$ cat src/rtl/ers_pkg.sv
package ers_pkg;
    localparam logic [31:0] CTL_OFS  = 32'h0000_00D0;
    localparam int          REQ_BIT  = 0;
    localparam int          RDY_BIT  = 1;
    localparam int          MASK_SH  = 16;

    typedef enum logic [2:0] {
        S_IDLE, S_SET, S_POLL, S_CLR, S_RWAIT, S_WEDGE
    } seq_state_t;

    typedef enum logic [1:0] {
        OP_RD, OP_SET, OP_CLR
    } bus_op_t;
endpackage

$ cat src/rtl/ers_timer.sv
module ers_timer #(
    parameter int LIMIT = 40
) (
    input  logic clk,
    input  logic rst_n,
    input  logic clr_i,
    output logic exp_o
);
    localparam int CW = $clog2(LIMIT + 1);
    localparam logic [CW-1:0] LIM = CW'(LIMIT);

    logic [CW-1:0] cnt_d, cnt_q;

    always_comb begin
        cnt_d = cnt_q;
        if (clr_i)
            cnt_d = '0;
        else if (cnt_q != LIM)
            cnt_d = cnt_q + 1'b1;
    end

    always_ff @(posedge clk or negedge rst_n) begin
        if (!rst_n) cnt_q <= '0;
        else        cnt_q <= cnt_d;
    end

    assign exp_o = (cnt_q == LIM);
endmodule

$ cat src/rtl/ers_bus_enc.sv
module ers_bus_enc
    import ers_pkg::*;
#(
    parameter int N_ENG  = 4,
    parameter int ADDR_W = 32,
    parameter int DATA_W = 32,
    parameter int IDX_W  = 2,
    parameter logic [N_ENG*ADDR_W-1:0] ENG_BASE = '0
) (
    input  bus_op_t           op_i,
    input  logic [IDX_W-1:0]  idx_i,
    output logic [ADDR_W-1:0] addr_o,
    output logic [DATA_W-1:0] wdata_o,
    output logic              wr_o
);
    logic [ADDR_W-1:0] ctl_addr [N_ENG];

    for (genvar g = 0; g < N_ENG; g++) begin : g_addr
        assign ctl_addr[g] = ENG_BASE[g*ADDR_W +: ADDR_W] + ADDR_W'(CTL_OFS);
    end

    localparam logic [DATA_W-1:0] EN_REQ  = DATA_W'(1) << (MASK_SH + REQ_BIT);
    localparam logic [DATA_W-1:0] VAL_REQ = DATA_W'(1) << REQ_BIT;

    always_comb begin
        addr_o = '0;
        for (int i = 0; i < N_ENG; i++)
            if (idx_i == IDX_W'(i)) addr_o = ctl_addr[i];
        unique case (op_i)
            OP_SET:  begin wdata_o = EN_REQ | VAL_REQ; wr_o = 1'b1; end
            OP_CLR:  begin wdata_o = EN_REQ;           wr_o = 1'b1; end
            default: begin wdata_o = '0;               wr_o = 1'b0; end
        endcase
    end
endmodule

$ cat src/rtl/eng_rst_seq.sv
module eng_rst_seq
    import ers_pkg::*;
#(
    parameter int N_ENG       = 4,
    parameter int ADDR_W      = 32,
    parameter int DATA_W      = 32,
    parameter int TIMEOUT_CYC = 70_000_000,
    parameter logic [N_ENG*ADDR_W-1:0] ENG_BASE =
        {32'h0001_C000, 32'h0001_A000, 32'h0001_2000, 32'h0000_2000}
) (
    input  logic              clk,
    input  logic              rst_n,
    input  logic              start_i,
    input  logic              unwedge_i,
    output logic              bus_vld_o,
    output logic              bus_wr_o,
    output logic [ADDR_W-1:0] bus_addr_o,
    output logic [DATA_W-1:0] bus_wdata_o,
    input  logic              bus_ack_i,
    input  logic [DATA_W-1:0] bus_rdata_i,
    output logic              grst_o,
    input  logic              grst_done_i,
    output logic              done_o,
    output logic              err_o,
    output logic              wedged_o
);
    localparam int IDX_W = (N_ENG > 1) ? $clog2(N_ENG) : 1;
    localparam logic [IDX_W-1:0] LAST = IDX_W'(N_ENG - 1);

    typedef struct packed {
        seq_state_t       st;
        logic [IDX_W-1:0] idx;
        logic             grst;
        logic             done;
        logic             err;
    } seq_t;

    seq_t    seq_d, seq_q;
    bus_op_t op;
    logic    tmr_clr, tmr_exp;

    ers_timer #(.LIMIT(TIMEOUT_CYC)) u_tmr (
        .clk   (clk),
        .rst_n (rst_n),
        .clr_i (tmr_clr),
        .exp_o (tmr_exp)
    );

    ers_bus_enc #(
        .N_ENG(N_ENG), .ADDR_W(ADDR_W), .DATA_W(DATA_W),
        .IDX_W(IDX_W), .ENG_BASE(ENG_BASE)
    ) u_enc (
        .op_i    (op),
        .idx_i   (seq_q.idx),
        .addr_o  (bus_addr_o),
        .wdata_o (bus_wdata_o),
        .wr_o    (bus_wr_o)
    );

    always_comb begin
        seq_d      = seq_q;
        seq_d.grst = 1'b0;
        seq_d.done = 1'b0;
        seq_d.err  = 1'b0;
        op         = OP_RD;
        bus_vld_o  = 1'b0;
        tmr_clr    = 1'b1;
        unique case (seq_q.st)
            S_IDLE: begin
                if (start_i) begin
                    seq_d.st  = S_SET;
                    seq_d.idx = '0;
                end
            end
            S_SET: begin
                bus_vld_o = 1'b1;
                op        = OP_SET;
                if (bus_ack_i) seq_d.st = S_POLL;
            end
            S_POLL: begin
                bus_vld_o = 1'b1;
                tmr_clr   = 1'b0;
                if (bus_ack_i) begin
                    if (bus_rdata_i[RDY_BIT]) begin
                        tmr_clr = 1'b1;
                        if (seq_q.idx == LAST) begin
                            seq_d.st   = S_RWAIT;
                            seq_d.grst = 1'b1;
                        end else begin
                            seq_d.st  = S_SET;
                            seq_d.idx = seq_q.idx + 1'b1;
                        end
                    end else if (tmr_exp) begin
                        seq_d.st  = S_CLR;
                        seq_d.idx = '0;
                    end
                end
            end
            S_CLR: begin
                bus_vld_o = 1'b1;
                op        = OP_CLR;
                if (bus_ack_i) begin
                    if (seq_q.idx == LAST) begin
                        seq_d.st  = S_WEDGE;
                        seq_d.err = 1'b1;
                    end else begin
                        seq_d.idx = seq_q.idx + 1'b1;
                    end
                end
            end
            S_RWAIT: begin
                tmr_clr = 1'b0;
                if (grst_done_i) begin
                    seq_d.st   = S_IDLE;
                    seq_d.done = 1'b1;
                end else if (tmr_exp) begin
                    seq_d.st  = S_WEDGE;
                    seq_d.err = 1'b1;
                end
            end
            S_WEDGE: begin
                if (unwedge_i) seq_d.st = S_IDLE;
            end
            default: seq_d.st = S_IDLE;
        endcase
    end

    always_ff @(posedge clk or negedge rst_n) begin
        if (!rst_n) seq_q <= '{st: S_IDLE, idx: '0, grst: 1'b0, done: 1'b0, err: 1'b0};
        else        seq_q <= seq_d;
    end

    assign grst_o   = seq_q.grst;
    assign done_o   = seq_q.done;
    assign err_o    = seq_q.err;
    assign wedged_o = (seq_q.st == S_WEDGE);
endmodule

$ cat config.mk
export PLATFORM = sky130hd
export DESIGN_NAME = eng_rst_seq
export DESIGN_NICKNAME = d
export VERILOG_FILES = /design/src/rtl/ers_pkg.sv /design/src/rtl/ers_timer.sv /design/src/rtl/ers_bus_enc.sv /design/src/rtl/eng_rst_seq.sv
export SDC_FILE = /design/constraint.sdc
export NUM_CORES = 1
export LEC_CHECK = 0
export ABC_AREA = 1
export CAP_MARGIN = 10
export CORE_ASPECT_RATIO = 0.7
export CORE_MARGIN = 1
export CORE_UTILIZATION = 44
export DETAILED_ROUTE_END_ITERATION = 10
export PLACE_DENSITY = 0.82
export REMOVE_ABC_BUFFERS = 1
export SKIP_LAST_GASP = 1
export SYNTH_ARGS = -nofsm -noshare
export SYNTH_HDL_FRONTEND = slang
export SYNTH_SLANG_ARGS = --single-unit
$ cat constraint.sdc
create_clock -name clk -period 1.7 [get_ports clk]
set_input_delay 0.34 -clock clk [delete_from_list [all_inputs] [get_ports clk]]
set_output_delay 0.34 -clock clk [all_outputs]
set_load 0.01 [all_outputs]
==> Implementation_results.wiki <==
{| class="wikitable"
! Metric !! Value
|-
| Clock insertion delay at the later pin of the skew report || 0.29 ns
|-
| Highest achievable clock rate || 589 MHz
|-
| Number of top-level pins || 108
|-
| WS Path Type || reg2out
|-
| CP Data Required Time || 1.36 ns
|-
| Post-route DRC violation count || 0
|-
| Row count || 23
|-
| Overflow left after global routing || 0
|-
| Area of the placeable core || 5840 um^2
|-
| Count of clock tree sinks || 35
|-
| Proportion of synthesized chip area in sequential cells || 0.321
|-
| Worst min path class || in2async
|-
| Leading area contributor after synthesis || dfrtp_1
|-
| Run status || complete, no violations
|-
| Ratio of cells with drive above 1 in the final layout || 0.151
|-
| Global router's overall resource usage || 0.200
|-
| Initial cell density of the core || 0.467
|-
| CP startpoint kind || flop
|-
| Post-synthesis area per instance || 6.72 um^2
|-
| Via/cell ratio || 4.72
|-
| Max FO, Critical Path || 3
|-
| Async S/R FF share, synth || 1.00
|-
| Netlist Area Pre-Place || 2730 um^2
|-
| Number of max-slew violations in the final report || 0
|-
| Count of final setup violators || 0
|-
| Endpoint of the most critical register-to-register path || u_tmr.cnt_q[18]
|-
| Unrepaired setup endpoints after global routing || true
|-
| Wire length of the first global-routing pass || 9.69 mm
|-
| Routability Congestion || 0.985
|-
| Antenna violations before repair || 0
|-
| Leading register cell type out of synthesis || dfrtp_1
|-
| Number of antenna repair diodes || 0
|-
| 1st-iter DRT viols || 209
|-
| Gate count of the mapped netlist || 406
|-
| Pin count of the biggest net entering global routing || 20
|-
| Layout fillers || 577
|-
| Shortest clock period the worst path allows after layout || 1.70 ns
|-
| Maximum single-stage delay on the critical path || 0.45 ns
|-
| Slack of the worst reg-to-reg path || 0.08 ns
|-
| Cell chain of the critical path || nor2_4 > nand2_2 > ha_4 > inv_2 > buf_6
|-
| DP Wirelength || 4.65 mm
|-
| Final cycle utilization of the critical path || 0.998
|-
| Buffer levels on the longest clock path || 2
|-
| Internal cell power || 1.91 mW
|-
| Die footprint || 6520 um^2
|-
| Clock tree from TritonCTS || yes
|-
| Worst R2R Path Depth || 8
|-
| CTS H-tree lvls || 2
|-
| Hold Fails Final Rpt || 0
|-
| Post-Route Hold Slack || 0.500 ns
|-
| WL final || 6.13 mm
|-
| IO Port Bufs || 18
|-
| Die X-Extent || 96.1 um
|-
| Final design instance area without fill || 3080 um^2
|-
| Remaining antenna violation count after routing || 0
|-
| Yosys warnings || 0
|-
| Reg-to-reg startpoint || u_tmr.cnt_q[0]
|-
| Count of maximum capacitance violations || 0
|-
| Combinational Power Share || 0.479
|-
| Top post-synthesis cells by area || dfrtp_1, buf_4, nand2_1
|-
| Peak ir drop on the vdd network || 1.00 mV
|-
| Net Sw Power || 1.28 mW
|-
| Layout Nets || 491
|-
| Clock buffer count from CTS || 5
|-
| Vias in the first global route || 2,112
|-
| Switching share of power || 0.402
|-
| Power share of the clock group || 0.217
|-
| Count of state elements after synthesis || 35
|-
| Pwr per Cell Area || 1040 nW/um^2
|-
| Post-placement cell area || 2870 um^2
|-
| Portion of synthesized cell area occupied by the leading cell type || 0.321
|-
| Skew final || 0.00835 ns
|-
| Register share of total power || 0.304
|-
| Critical path arrival || 1.36 ns
|-
| Layout-stage area growth over the synthesis result || 13.0%
|-
| Overall via count from detail_route || 2,481
|-
| Standby leakage power || 1.47 nW
|-
| Synth unique cells || 31
|-
| Post-DR wirelength/cell || 11.7 um
|-
| Cell at the slowest stage of the critical path || dfrtp_2
|-
| Number of optimization iterations in the first detailed-route pass || 5
|-
| Buffer cell driving the clock tree root || clkbuf_8
|-
| Crit end category || primary output
|-
| Setup TNS || 0 ns
|-
| DIE HEIGHT || 67.9 um
|-
| EDFF count, synth || 0
|-
| Clk pin slew, worst setup/hold paths || 0.08 ns
|}
[cell usage after synthesis, types with 5 or more instances]
master and number:
nand4_1 5, xor2_1 9, nor2_1 74, buf_4 60, nor3_1 12, a21oi_1 8, dfrtp_1 35, nand2_1 107
o21ai_0 9, nand3_1 18, inv_1 39
[power groups by stage]
stage	Sequential, mW	Clock (mW)	Combinational (mW)
finish	0.971	0.691	1.53
global placement	0.965	0	1.32
floorplan	0.974	0	0.740
global route	0.974	0.740	1.68
detailed placement	0.964	0	1.33
CTS	0.951	0.703	1.34
[state kept, by name, summed over array words and instances, names as in the netlist]
name and count:
u_tmr.cnt_q 27, done_o 1, grst_o 1, err_o 1, seq_q 5
[stage by stage]
step                cells  setup WS (ns)  power (mW)  utilization
detailed placement    509         -0.137        2.30        0.492
floorplan             400          0.266        1.71            -
finish                526        0.00283        3.19        0.528
global placement      509         -0.120        2.29        0.492
global route          526        -0.0443        3.40        0.528
CTS                   522         -0.119        3.00        0.516
[routing by layer]
metal,vias up,part of all wire,track usage
li1,1224,-,-
met1,1141,0.49,0.292
met2,105,0.42,0.284
met3,11,0.075,0.0500
met4,0,0.013,0.0690
met5,-,0,0
[cell usage in the layout (no fill, tap or decap), drive strengths merged, types with 2 or more instances in the layout]
cell type and n:
clkdlybuf4s50 9, nor3 12, or2 3, dlygate4sd2 2, buf 29, nand2 110
clkbuf 10, xor2 9, o21ai 10, inv 42, nor2 78, ha 3
nand4 5, nand3 20, conb 58, a21oi 8, dfrtp 35
[critical path, delay by kind of cell, from the launching register on]
family                   cells  cell delay [ns]
adder cells (fa/ha/maj)      1             0.26
buffers and inverters        2             0.15
flip-flops                   1             0.45
AND/OR/NAND/NOR              2             0.21
[layout make-up]
class / count / area (um^2) / share of cell area
Clock buffer: 8 / 100 / 0.0325
Inverter: 42 / 160 / 0.0520
Multi-Input combinational cell: 323 / 1490 / 0.484
Sequential cell: 35 / 880 / 0.285
Tap cell: 75 / 93.8 / 0.0305
Timing Repair Buffer: 43 / 358 / 0.116
[logic make-up (layout without fill, tap and decap cells)]
kind of cell	count (synthesis)	in the layout	synth area share
fa+ha+maj	3	3	0.0138
buf+inv	104	93	0.229
simple gates	231	231	0.356
flops	35	35	0.321
other cells	2	58	0.00275
xor+xnor	10	10	0.0321
compound gates	21	21	0.0450
[worst max-delay path by stage]
| stage | end | cells past startpoint | from |
|---|---|---|---|
| final | bus_wr_o | 5 | seq_q[7] |
| after global routing | bus_wdata_o[16] | 5 | seq_q[7] |
| after CTS | bus_wr_o | 6 | seq_q[6] |
| after detailed placement | bus_wr_o | 6 | seq_q[6] |
| after global placement | bus_wdata_o[16] | 6 | seq_q[6] |
| after floorplan | bus_wdata_o[16] | 4 | seq_q[7] |
[repair_timing]
item                                    in CTS  in global routing
hold endpoints to repair                    16                  0
endpoints found under the setup margin       8                 13
cloned                                       0                  0
hold buffers                                 1                  0
buffers inserted                             4                  4
resized for setup                           21                 25
pin swaps                                    2                  5
(Power assumes the default switching activity.)
